--- src/rtl/xbus_pkg.sv ---
package xbus_pkg;

    typedef enum logic [1:0] {
        CYC_FETCH = 2'd0,
        CYC_READ  = 2'd1,
        CYC_WRITE = 2'd2
    } cyc_kind_e;

    // timing in oscillator clocks
    localparam int MC_LEN          = 12;
    localparam int HALF_LEN        = MC_LEN / 2;
    localparam int ALE_LEN         = 2;
    localparam int ADDR_HOLD       = 1;
    localparam int ADDR_PHASES     = ALE_LEN + ADDR_HOLD;
    localparam int CODE_STB_START  = ADDR_PHASES;
    localparam int CODE_STB_LEN    = HALF_LEN - CODE_STB_START;
    localparam int DATA_STB_GAP    = 3;
    localparam int DATA_STB_START  = ALE_LEN + DATA_STB_GAP;
    localparam int DATA_STB_LEN    = 6;
    localparam int PH_W            = $clog2(MC_LEN);

    localparam logic [PH_W-1:0] PH_LAST      = PH_W'(MC_LEN - 1);
    localparam logic [PH_W-1:0] PH_HALF      = PH_W'(HALF_LEN);
    localparam logic [PH_W-1:0] PH_HALF_LAST = PH_W'(HALF_LEN - 1);
    localparam logic [PH_W-1:0] PH_RD_SAMPLE = PH_W'(DATA_STB_START + DATA_STB_LEN - 1);

    typedef struct packed {
        logic ale;
        logic psen_n;
        logic rd_n;
        logic wr_n;
        logic p0_oe;
    } strobe_t;

    function automatic logic in_win(logic [PH_W-1:0] p, int start, int len);
        int pi;
        pi = int'(p);
        return (pi >= start) && (pi < start + len);
    endfunction

endpackage

--- src/rtl/xbus_phase.sv ---
module xbus_phase
    import xbus_pkg::*;
(
    input  logic            clk,
    input  logic            rst,
    output logic [PH_W-1:0] ph,
    output logic [PH_W-1:0] hph,
    output logic            half_last,
    output logic            mc_last
);
    logic [PH_W-1:0] ph_q;

    always_ff @(posedge clk) begin
        if (rst)                 ph_q <= '0;
        else if (ph_q == PH_LAST) ph_q <= '0;
        else                     ph_q <= ph_q + 1'b1;
    end

    always_comb begin
        ph        = ph_q;
        hph       = (ph_q >= PH_HALF) ? (ph_q - PH_HALF) : ph_q;
        half_last = (hph == PH_HALF_LAST);
        mc_last   = (ph_q == PH_LAST);
    end
endmodule

--- src/rtl/xbus_req_latch.sv ---
module xbus_req_latch
    import xbus_pkg::*;
#(
    parameter int ADDR_W = 16,
    parameter int DATA_W = 8
) (
    input  logic              clk,
    input  logic              rst,
    input  logic              half_last,
    input  logic              mc_last,
    input  logic [ADDR_W-1:0] code_addr,
    input  logic              data_rd,
    input  logic              data_wr,
    input  logic [ADDR_W-1:0] data_addr,
    input  logic [DATA_W-1:0] data_wdata,
    output cyc_kind_e         kind,
    output logic [ADDR_W-1:0] addr,
    output logic [DATA_W-1:0] wdata
);
    always_ff @(posedge clk) begin
        if (rst) begin
            kind  <= CYC_FETCH;
            addr  <= '0;
            wdata <= '0;
        end else if (mc_last) begin
            // read wins over write when both are asked for
            if (data_rd) begin
                kind <= CYC_READ;
                addr <= data_addr;
            end else if (data_wr) begin
                kind  <= CYC_WRITE;
                addr  <= data_addr;
                wdata <= data_wdata;
            end else begin
                kind <= CYC_FETCH;
                addr <= code_addr;
            end
        end else if (half_last && kind == CYC_FETCH) begin
            addr <= code_addr;
        end
    end
endmodule

--- src/rtl/xbus_strobe_gen.sv ---
module xbus_strobe_gen
    import xbus_pkg::*;
#(
    parameter int ADDR_W = 16,
    parameter int DATA_W = 8
) (
    input  logic                     rst,
    input  logic [PH_W-1:0]          ph,
    input  logic [PH_W-1:0]          hph,
    input  cyc_kind_e                kind,
    input  logic [ADDR_W-1:0]        addr,
    input  logic [DATA_W-1:0]        wdata,
    output strobe_t                  stb,
    output logic [DATA_W-1:0]        p0_out,
    output logic [ADDR_W-DATA_W-1:0] p2_out
);
    logic            is_fetch;
    logic [PH_W-1:0] win_ph;
    logic            addr_phase;
    logic            data_stb;

    always_comb begin
        is_fetch   = (kind == CYC_FETCH);
        // fetch timing repeats per half, data timing spans the whole cycle
        win_ph     = is_fetch ? hph : ph;
        addr_phase = in_win(win_ph, 0, ADDR_PHASES);
        data_stb   = !is_fetch && in_win(ph, DATA_STB_START, DATA_STB_LEN);

        stb.ale    = in_win(win_ph, 0, ALE_LEN);
        stb.psen_n = !(is_fetch && in_win(hph, CODE_STB_START, CODE_STB_LEN));
        stb.rd_n   = !(data_stb && kind == CYC_READ);
        stb.wr_n   = !(data_stb && kind == CYC_WRITE);
        stb.p0_oe  = addr_phase || (kind == CYC_WRITE);
        p0_out     = addr_phase ? addr[DATA_W-1:0] : wdata;
        p2_out     = addr[ADDR_W-1:DATA_W];

        if (rst) begin
            stb.ale    = 1'b1;
            stb.psen_n = 1'b1;
            stb.rd_n   = 1'b1;
            stb.wr_n   = 1'b1;
            stb.p0_oe  = 1'b0;
            p0_out     = '0;
            p2_out     = '1;
        end
    end
endmodule

--- src/rtl/xbus_capture.sv ---
module xbus_capture #(
    parameter int DATA_W = 8
) (
    input  logic              clk,
    input  logic              rst,
    input  logic              sample,
    input  logic [DATA_W-1:0] p0_in,
    output logic [DATA_W-1:0] rdata,
    output logic              rdata_valid
);
    always_ff @(posedge clk) begin
        if (rst) begin
            rdata       <= '0;
            rdata_valid <= 1'b0;
        end else begin
            rdata_valid <= sample;
            if (sample) rdata <= p0_in;
        end
    end
endmodule

--- src/rtl/xbus_sequencer.sv ---
module xbus_sequencer
    import xbus_pkg::*;
#(
    parameter int ADDR_W = 16,
    parameter int DATA_W = 8
) (
    input  logic                     clk,
    input  logic                     rst,
    input  logic [ADDR_W-1:0]        code_addr,
    input  logic                     data_rd,
    input  logic                     data_wr,
    input  logic [ADDR_W-1:0]        data_addr,
    input  logic [DATA_W-1:0]        data_wdata,
    input  logic [DATA_W-1:0]        p0_in,
    output logic                     half_last,
    output logic                     mc_last,
    output logic                     ale,
    output logic                     psen_n,
    output logic                     rd_n,
    output logic                     wr_n,
    output logic [DATA_W-1:0]        p0_out,
    output logic                     p0_oe,
    output logic [ADDR_W-DATA_W-1:0] p2_out,
    output logic [DATA_W-1:0]        rdata,
    output logic                     rdata_valid
);
    logic [PH_W-1:0]   ph;
    logic [PH_W-1:0]   hph;
    cyc_kind_e         kind;
    logic [ADDR_W-1:0] cur_addr;
    logic [DATA_W-1:0] cur_wdata;
    strobe_t           stb;
    logic              sample;

    xbus_phase u_phase (
        .clk(clk), .rst(rst), .ph(ph), .hph(hph),
        .half_last(half_last), .mc_last(mc_last)
    );

    xbus_req_latch #(.ADDR_W(ADDR_W), .DATA_W(DATA_W)) u_req (
        .clk(clk), .rst(rst), .half_last(half_last), .mc_last(mc_last),
        .code_addr(code_addr), .data_rd(data_rd), .data_wr(data_wr),
        .data_addr(data_addr), .data_wdata(data_wdata),
        .kind(kind), .addr(cur_addr), .wdata(cur_wdata)
    );

    xbus_strobe_gen #(.ADDR_W(ADDR_W), .DATA_W(DATA_W)) u_stb (
        .rst(rst), .ph(ph), .hph(hph), .kind(kind), .addr(cur_addr),
        .wdata(cur_wdata), .stb(stb), .p0_out(p0_out), .p2_out(p2_out)
    );

    // last clock of a code strobe or of a read strobe
    assign sample = !rst && ((kind == CYC_FETCH && half_last) ||
                             (kind == CYC_READ && ph == PH_RD_SAMPLE));

    xbus_capture #(.DATA_W(DATA_W)) u_cap (
        .clk(clk), .rst(rst), .sample(sample), .p0_in(p0_in),
        .rdata(rdata), .rdata_valid(rdata_valid)
    );

    assign ale    = stb.ale;
    assign psen_n = stb.psen_n;
    assign rd_n   = stb.rd_n;
    assign wr_n   = stb.wr_n;
    assign p0_oe  = stb.p0_oe;
endmodule

--- config.mk ---
export PLATFORM = sky130hd
export DESIGN_NAME = xbus_sequencer
export DESIGN_NICKNAME = d
export VERILOG_FILES = /design/src/rtl/xbus_pkg.sv /design/src/rtl/xbus_phase.sv /design/src/rtl/xbus_req_latch.sv /design/src/rtl/xbus_strobe_gen.sv /design/src/rtl/xbus_capture.sv /design/src/rtl/xbus_sequencer.sv
export SDC_FILE = /design/constraint.sdc
export NUM_CORES = 1
export LEC_CHECK = 0
export ABC_AREA = 1
export BUFFER_PORTS_ARGS = -buffer_cell sky130_fd_sc_hd__buf_2
export CAP_MARGIN = 5
export CORE_MARGIN = 2
export CORE_UTILIZATION = 45
export DETAILED_ROUTE_END_ITERATION = 10
export HOLD_SLACK_MARGIN = 0.06
export PLACE_DENSITY_LB_ADDON = 0.08
export SLEW_MARGIN = 10
export SYNTH_ARGS = -nofsm -noshare
export SYNTH_HDL_FRONTEND = slang
export SYNTH_SLANG_ARGS = --single-unit
--- constraint.sdc ---
create_clock -name clk -period 1.7 [get_ports clk]
set_input_delay 0.255 -clock clk [delete_from_list [all_inputs] [get_ports clk]]
set_output_delay 0.255 -clock clk [all_outputs]
set_load 0.02 [all_outputs]
# --- Word level (Yosys, flattened, before mapping) ---
# Index checks and enable logic that the tools add are counted.
classes:
  add_sub_neg: 2
  magnitude_cmp: 7
  n_eq_ne: 5
  n_mux: 12
  bitwise: 1
  n_reduce_logical: 20
op_table:
  columns: ["cell", "n"]
  rows:
  - ["2-to-1 mux 16 bit", 4]
  - ["2-to-1 mux 8 bit", 3]
  - ["logical AND 1 bit", 9]
  - ["== test 4 bit, second input constant", 2]
  - ["greater-or-equal comparator 4 x 3 -> 1 bit, second input constant", 2]
  - ["< comparator 4 x 2 -> 1 bit, second input constant", 2]
  - ["2-to-1 mux 4 bit", 2]
  - ["logical NOT 1 bit", 5]
  - ["2-to-1 mux 5 bit", 1]
  - ["adder 4 x 1 -> 4 bit, second input constant", 1]
  - ["== test 4 x 3 -> 1 bit, second input constant", 1]
  - ["greater-or-equal comparator 4 x 2 -> 1 bit, second input constant", 1]
  - ["< comparator 4 x 3 -> 1 bit, second input constant", 1]
  - ["< comparator 4 bit, second input constant", 1]
  - ["2-to-1 mux 2 bit", 2]
  - ["subtractor 4 x 3 -> 4 bit, second input constant", 1]
  - ["AND reduction 3 bit", 1]
  - ["== test 2 x 1 -> 1 bit, second input constant", 1]
  - ["== test 2 bit, second input constant", 1]
  - ["logical NOT 2 bit", 1]
  - ["logical OR 1 bit", 2]
  - ["nonzero test 2 bit", 1]
  - ["OR reduction 2 bit", 1]
  - ["NOT 1 bit", 1]
totals:
  reg_bits: 39
  output_inout_bits: 32
  elab_cells: 53

# --- Longest topological paths before layout ---
logic_depth:
  ltp_word: 7
  ltp_mapped: 13

# --- By module ---
# A second synthesis with hierarchy kept.
hier_totals:
  cells_unflattened: 395
  area_unflattened_um2: 2489.9
by_module_without_submodules:
  columns: ["mod", "n_inst", "cells_each", "area_each_um2"]
  rows:
  - ["xbus_req_latch", 1, 200, 1320.0]
  - ["xbus_strobe_gen", 1, 95, 452.9]
  - ["xbus_capture", 1, 54, 369.1]
  - ["xbus_phase", 1, 39, 319.1]
  - ["xbus_sequencer", 1, 7, 28.8]

# --- Worst setup path after synthesis ---
# No wires, ideal clock.
synth_path:
  path_kind: "reg2out"
  startpoint: "register u_phase.ph_q[0], in the netlist u_phase.ph[0]"
  endpoint: "output port p0_oe"
  t_arrival_ns: 1.901
  setup_slack_ns: -0.456
  stages_incl_launch_ff: 13
  path_buffers: 1
  cell_sequence: "dfxtp_1 inv_1 ha_1 inv_1 nand2_1 nand3_1 nand2_1 nor2_1 nand2_1 nand2_2 buf_4 nand2_1 a21oi_1"
synth_between:
  elab_chain_cells: 6
synth_lines:
  columns: ["item", "line_no", "source"]
  rows:
  - ["start: declaration", "xbus_phase.sv:11", "logic [PH_W-1:0] ph_q;"]
  - ["start signal: assignment", "xbus_phase.sv:16", "else ph_q <= ph_q + 1'b1;"]
  - ["subtractor 4 x 3 -> 4 bit / greater-or-equal comparator 4 x 3 -> 1 bit (equally long branches)", "xbus_phase.sv:21", "hph = (ph_q >= PH_HALF) ? (ph_q - PH_HALF) : ph_q;"]
  - ["2-to-1 mux 4 bit", "xbus_phase.sv:21", null]
  - ["2-to-1 mux 4 bit *", "xbus_strobe_gen.sv:25", "win_ph = is_fetch ? hph : ph;"]
  - ["< comparator 4 x 2 -> 1 bit *", "xbus_pkg.sv:38", "return (pi >= start) && (pi < start + len);"]
  - ["logical OR 1 bit *", "xbus_strobe_gen.sv:33", "stb.p0_oe = addr_phase || (kind == CYC_WRITE);"]
  - ["2-to-1 mux 5 bit *", "xbus_strobe_gen.sv:37", "if (rst) begin"]
  - ["end: declaration", "xbus_sequencer.sv:22", "output logic p0_oe,"]
# Mark *: on every way between the ends. The rest lies on a longest branch, timed or not.

# --- Final worst setup path ---
layout_path:
  startpoint: "register u_phase.ph_q[1], in the netlist u_phase.ph[1]"
  endpoint: "output port p0_oe"
# The elaborated chain is that of the path after synthesis.

==> results.json <==
{
  "hold_class": "in2reg",
  "slowest_delay_ns": 0.39,
  "min_period_over_period_pct": 125.0,
  "violations": "setup timing",
  "drt-initial-drc-count": 98,
  "drtPass1Iterations": 4,
  "min_period_ns": 2.126,
  "synth_area_leader_cell": "dfxtp_1",
  "ys_seq_area_share_pct": 33.75,
  "dieArea_um2": 5730,
  "clock_latency_ns": 0.30,
  "ys_ff_latch": 39,
  "grt_pass1_wl_um": 11040,
  "syn_avg_cell_area_um2": 6.253,
  "rsz0062_at_grt": "true",
  "die_w_um": 75.70,
  "wirelength_um": 7230,
  "cp_common_cell": "nand2_2",
  "finalWorstSetupSlack_ns": -0.4258,
  "critical_path_class": "reg2out",
  "hold_start": "data_wdata[6]",
  "synthSimpleGateAreaFrac_pct": 42.24,
  "vias_per_cell": 4.885,
  "final_util_pct": 76.53,
  "ctsHoldBuffers": 0,
  "htreeDepth": 2,
  "async_flop_share_pct": 0,
  "routed.top_layer": "met4",
  "slew_headroom_pct": 65.28,
  "vias": 2726,
  "drc": 0,
  "drive_gt1_share_pct": 46.72,
  "root_buffer": "clkbuf_8",
  "synth.distinct_cells": 28,
  "initial_core_util_pct": 45.88,
  "met3_wirelength_um": 400,
  "antenna_found_initial": 0,
  "path_clk_slew_ns": 0.08,
  "drv_slew": 0,
  "n_fill_cell": 385,
  "status": "finished, violations left",
  "dp_hpwl_um": 4553,
  "wl_met1_um": 3104,
  "synth_top_family_by_area": "simple AND/OR/NAND/NOR gates",
  "wl_met2_um": 3573,
  "fin_skew_ns": 0.008933,
  "critical-path-top-delay-family": "simple AND/OR/NAND/NOR gates",
  "max_freq_mhz": 470.4,
  "drtAntennaViolNets": 0,
  "tightestPinTransition_ns": 0.5192,
  "grt_pass1_vias": 2344,
  "cts_tree": "yes",
  "cp-startpoint": "u_phase.ph[1]$_SDFF_PP0_",
  "power_mw": 2.375,
  "synth_compound_area_share_pct": 9.194,
  "synth_cells": 370,
  "synth_most_common_cell": "nand2_1",
  "place_worst_setup_slack_ns": -0.2744,
  "p_leak_nw": 1.983,
  "maxCapViolCount": 0,
  "cp.arrival_ns": 1.87,
  "synth_edf_count": 0,
  "worstSetupStartpointType": "flip-flop",
  "crit_required_ns": 1.44,
  "power_density_nw_per_um2": 615.4,
  "setup.worst_path.end_class": "primary output",
  "crit_fanout": 7,
  "num_rows": 26,
  "grt_max_degree": 35,
  "worst-path-buf-inv": 3,
  "synthMuxAreaShare_pct": 0,
  "ios": 84,
  "synth_fa_ha_area_share_pct": 2.704,
  "diodes": 0,
  "grtUsageTotal_pct": 25.40,
  "port_buffers": 83,
  "ir_worst_vdd_mv": 0.5636,
  "place.gp.congestion": 0.8828,
  "synth-xor-area-share_pct": 0.3786,
  "cts_buffers": 5,
  "syn_to_final_growth_pct": 66.79,
  "nNetsFinal": 544,
  "synth_area_um2": 2313,
  "crit_slowest_cell": "dfxtp_4",
  "timing.rr.start": "u_phase.ph[1]$_SDFF_PP0_",
  "synth.top_cell.area_share_pct": 33.75,
  "wl_per_cell_um": 12.96,
  "ys_top_cells_by_area": "dfxtp_1, nand2_1, nor2_1",
  "setup_viol": 48,
  "synth_common_cells": "nand2_1, nor2_1, nand3_1",
  "cts.path.max_buffers": 2,
  "design.core.area_um2": 5042,
  "grt-ovfl-total": 0,
  "ys.flop_type": "dfxtp_1",
  "syn_nets": 427,
  "path_cells": "ha_4 > inv_4 > nand2_2 > nand3_2 > nand2_2 > nor2_4 > nand2_2 > nand2_4 > buf_4 > nand2_4 > a21oi_4 > buf_6",
  "yosysWarnings": 0,
  "clock-sinks": 39,
  "hold_viol_final": 0,
  "die_y_um": 75.70
}
path summary, 6_finish.rpt:
check | endpoint | depth (start not counted) | slack [ns]
max | p0_oe | 12 | -0.43
min | u_req.wdata[6]$_SDFFE_PP0P_ | 3 | 0.19
max reg2reg | u_req.addr[6]$_SDFFE_PP0P_ | 14 | -0.17
min reg2reg | u_cap.rdata[2]$_SDFFE_PP0P_ | 2 | 0.48
metrics by stage:
stage | TNS (ns) | std cells | hold slack, ns | cell area (um^2)
global route | -12.78 | 558 | 0.1875 | 3859
floorplan | -0.9809 | 370 | 0.3241 | 2409
finish | -8.555 | 558 | 0.1866 | 3859
CTS | -7.389 | 555 | 0.1827 | 3702
detailed placement | -5.924 | 531 | 0.4721 | 3032
global placement | -4.273 | 531 | 0.4584 | 3032
registers in the layout, indices dropped and copies added (netlist names):
name	flops
u_req.addr	16
u_cap.rdata	8
u_req.wdata	8
u_phase.ph	4
u_req.kind	2
u_cap.rdata_valid	1
cell usage in the layout, fill, tap and decap left out, types with 2 or more instances in the layout:
cell type / n
a21oi_1: 6
a21oi_2: 18
a21oi_4: 4
buf_12: 5
buf_16: 3
buf_2: 69
buf_4: 26
buf_6: 20
clkbuf_8: 6
dfxtp_1: 35
dfxtp_2: 2
dfxtp_4: 2
ha_4: 3
inv_1: 32
inv_2: 2
inv_4: 4
nand2_1: 80
nand2_2: 18
nand2_4: 9
nand3_1: 34
nand3_2: 9
nand3_4: 5
nand4_1: 3
nor2_1: 54
nor2_2: 8
nor2_4: 6
o21ai_0: 9
cell families (layout without fill, tap and decap cells):
family	after synthesis	after routing
compound gates	41	41
xor+xnor	1	1
flops	39	39
buf+inv	59	174
fa+ha+maj	5	5
simple gates	225	228
worst register-to-register path, stage by stage, from the launching register on:
cell and delay [ns]:
dfxtp_4 0.39, ha_4 0.17, inv_4 0.06, nand2_2 0.06, nand3_2 0.06, nand2_2 0.06, buf_4 0.15, nor2_4 0.12
buf_6 0.10, nand3_4 0.10, buf_6 0.15, buf_12 0.14, nand3_1 0.07, nand2_1 0.07, nor2_1 0.12
per-layer routing:
layer  up-vias  track usage (%)
met5         -                0
met4         0            10.72
met3        13            4.894
met2        90            41.45
met1      1221            32.85
li1       1402                -
power breakdown:
group | switching, mW | total, mW | internal [mW]
Combinational | 0.329 | 0.614 | 0.285
Clock | 0.335 | 0.810 | 0.475
Sequential | 0.0160 | 0.950 | 0.934
Total | 0.680 | 2.37 | 1.69
layout make-up:
type	instances	area, um^2	area share, %
Multi-Input combinational cell	275	1679	43.51
Timing Repair Buffer	125	988.4	25.62
Sequential cell	39	790.8	20.49
Inverter	41	195.2	5.058
Tap cell	70	87.58	2.270
Clock buffer	6	82.58	2.140
Clock inverter	2	35.03	0.9079
what timing repair did:
action | in CTS | in global routing
setup buffers | 11 | 3
pin swaps | 13 | 14
gates cloned | 6 | 1
gates resized for setup | 102 | 22
endpoints found under the setup margin | 46 | 53
(Power assumes the default switching activity.)
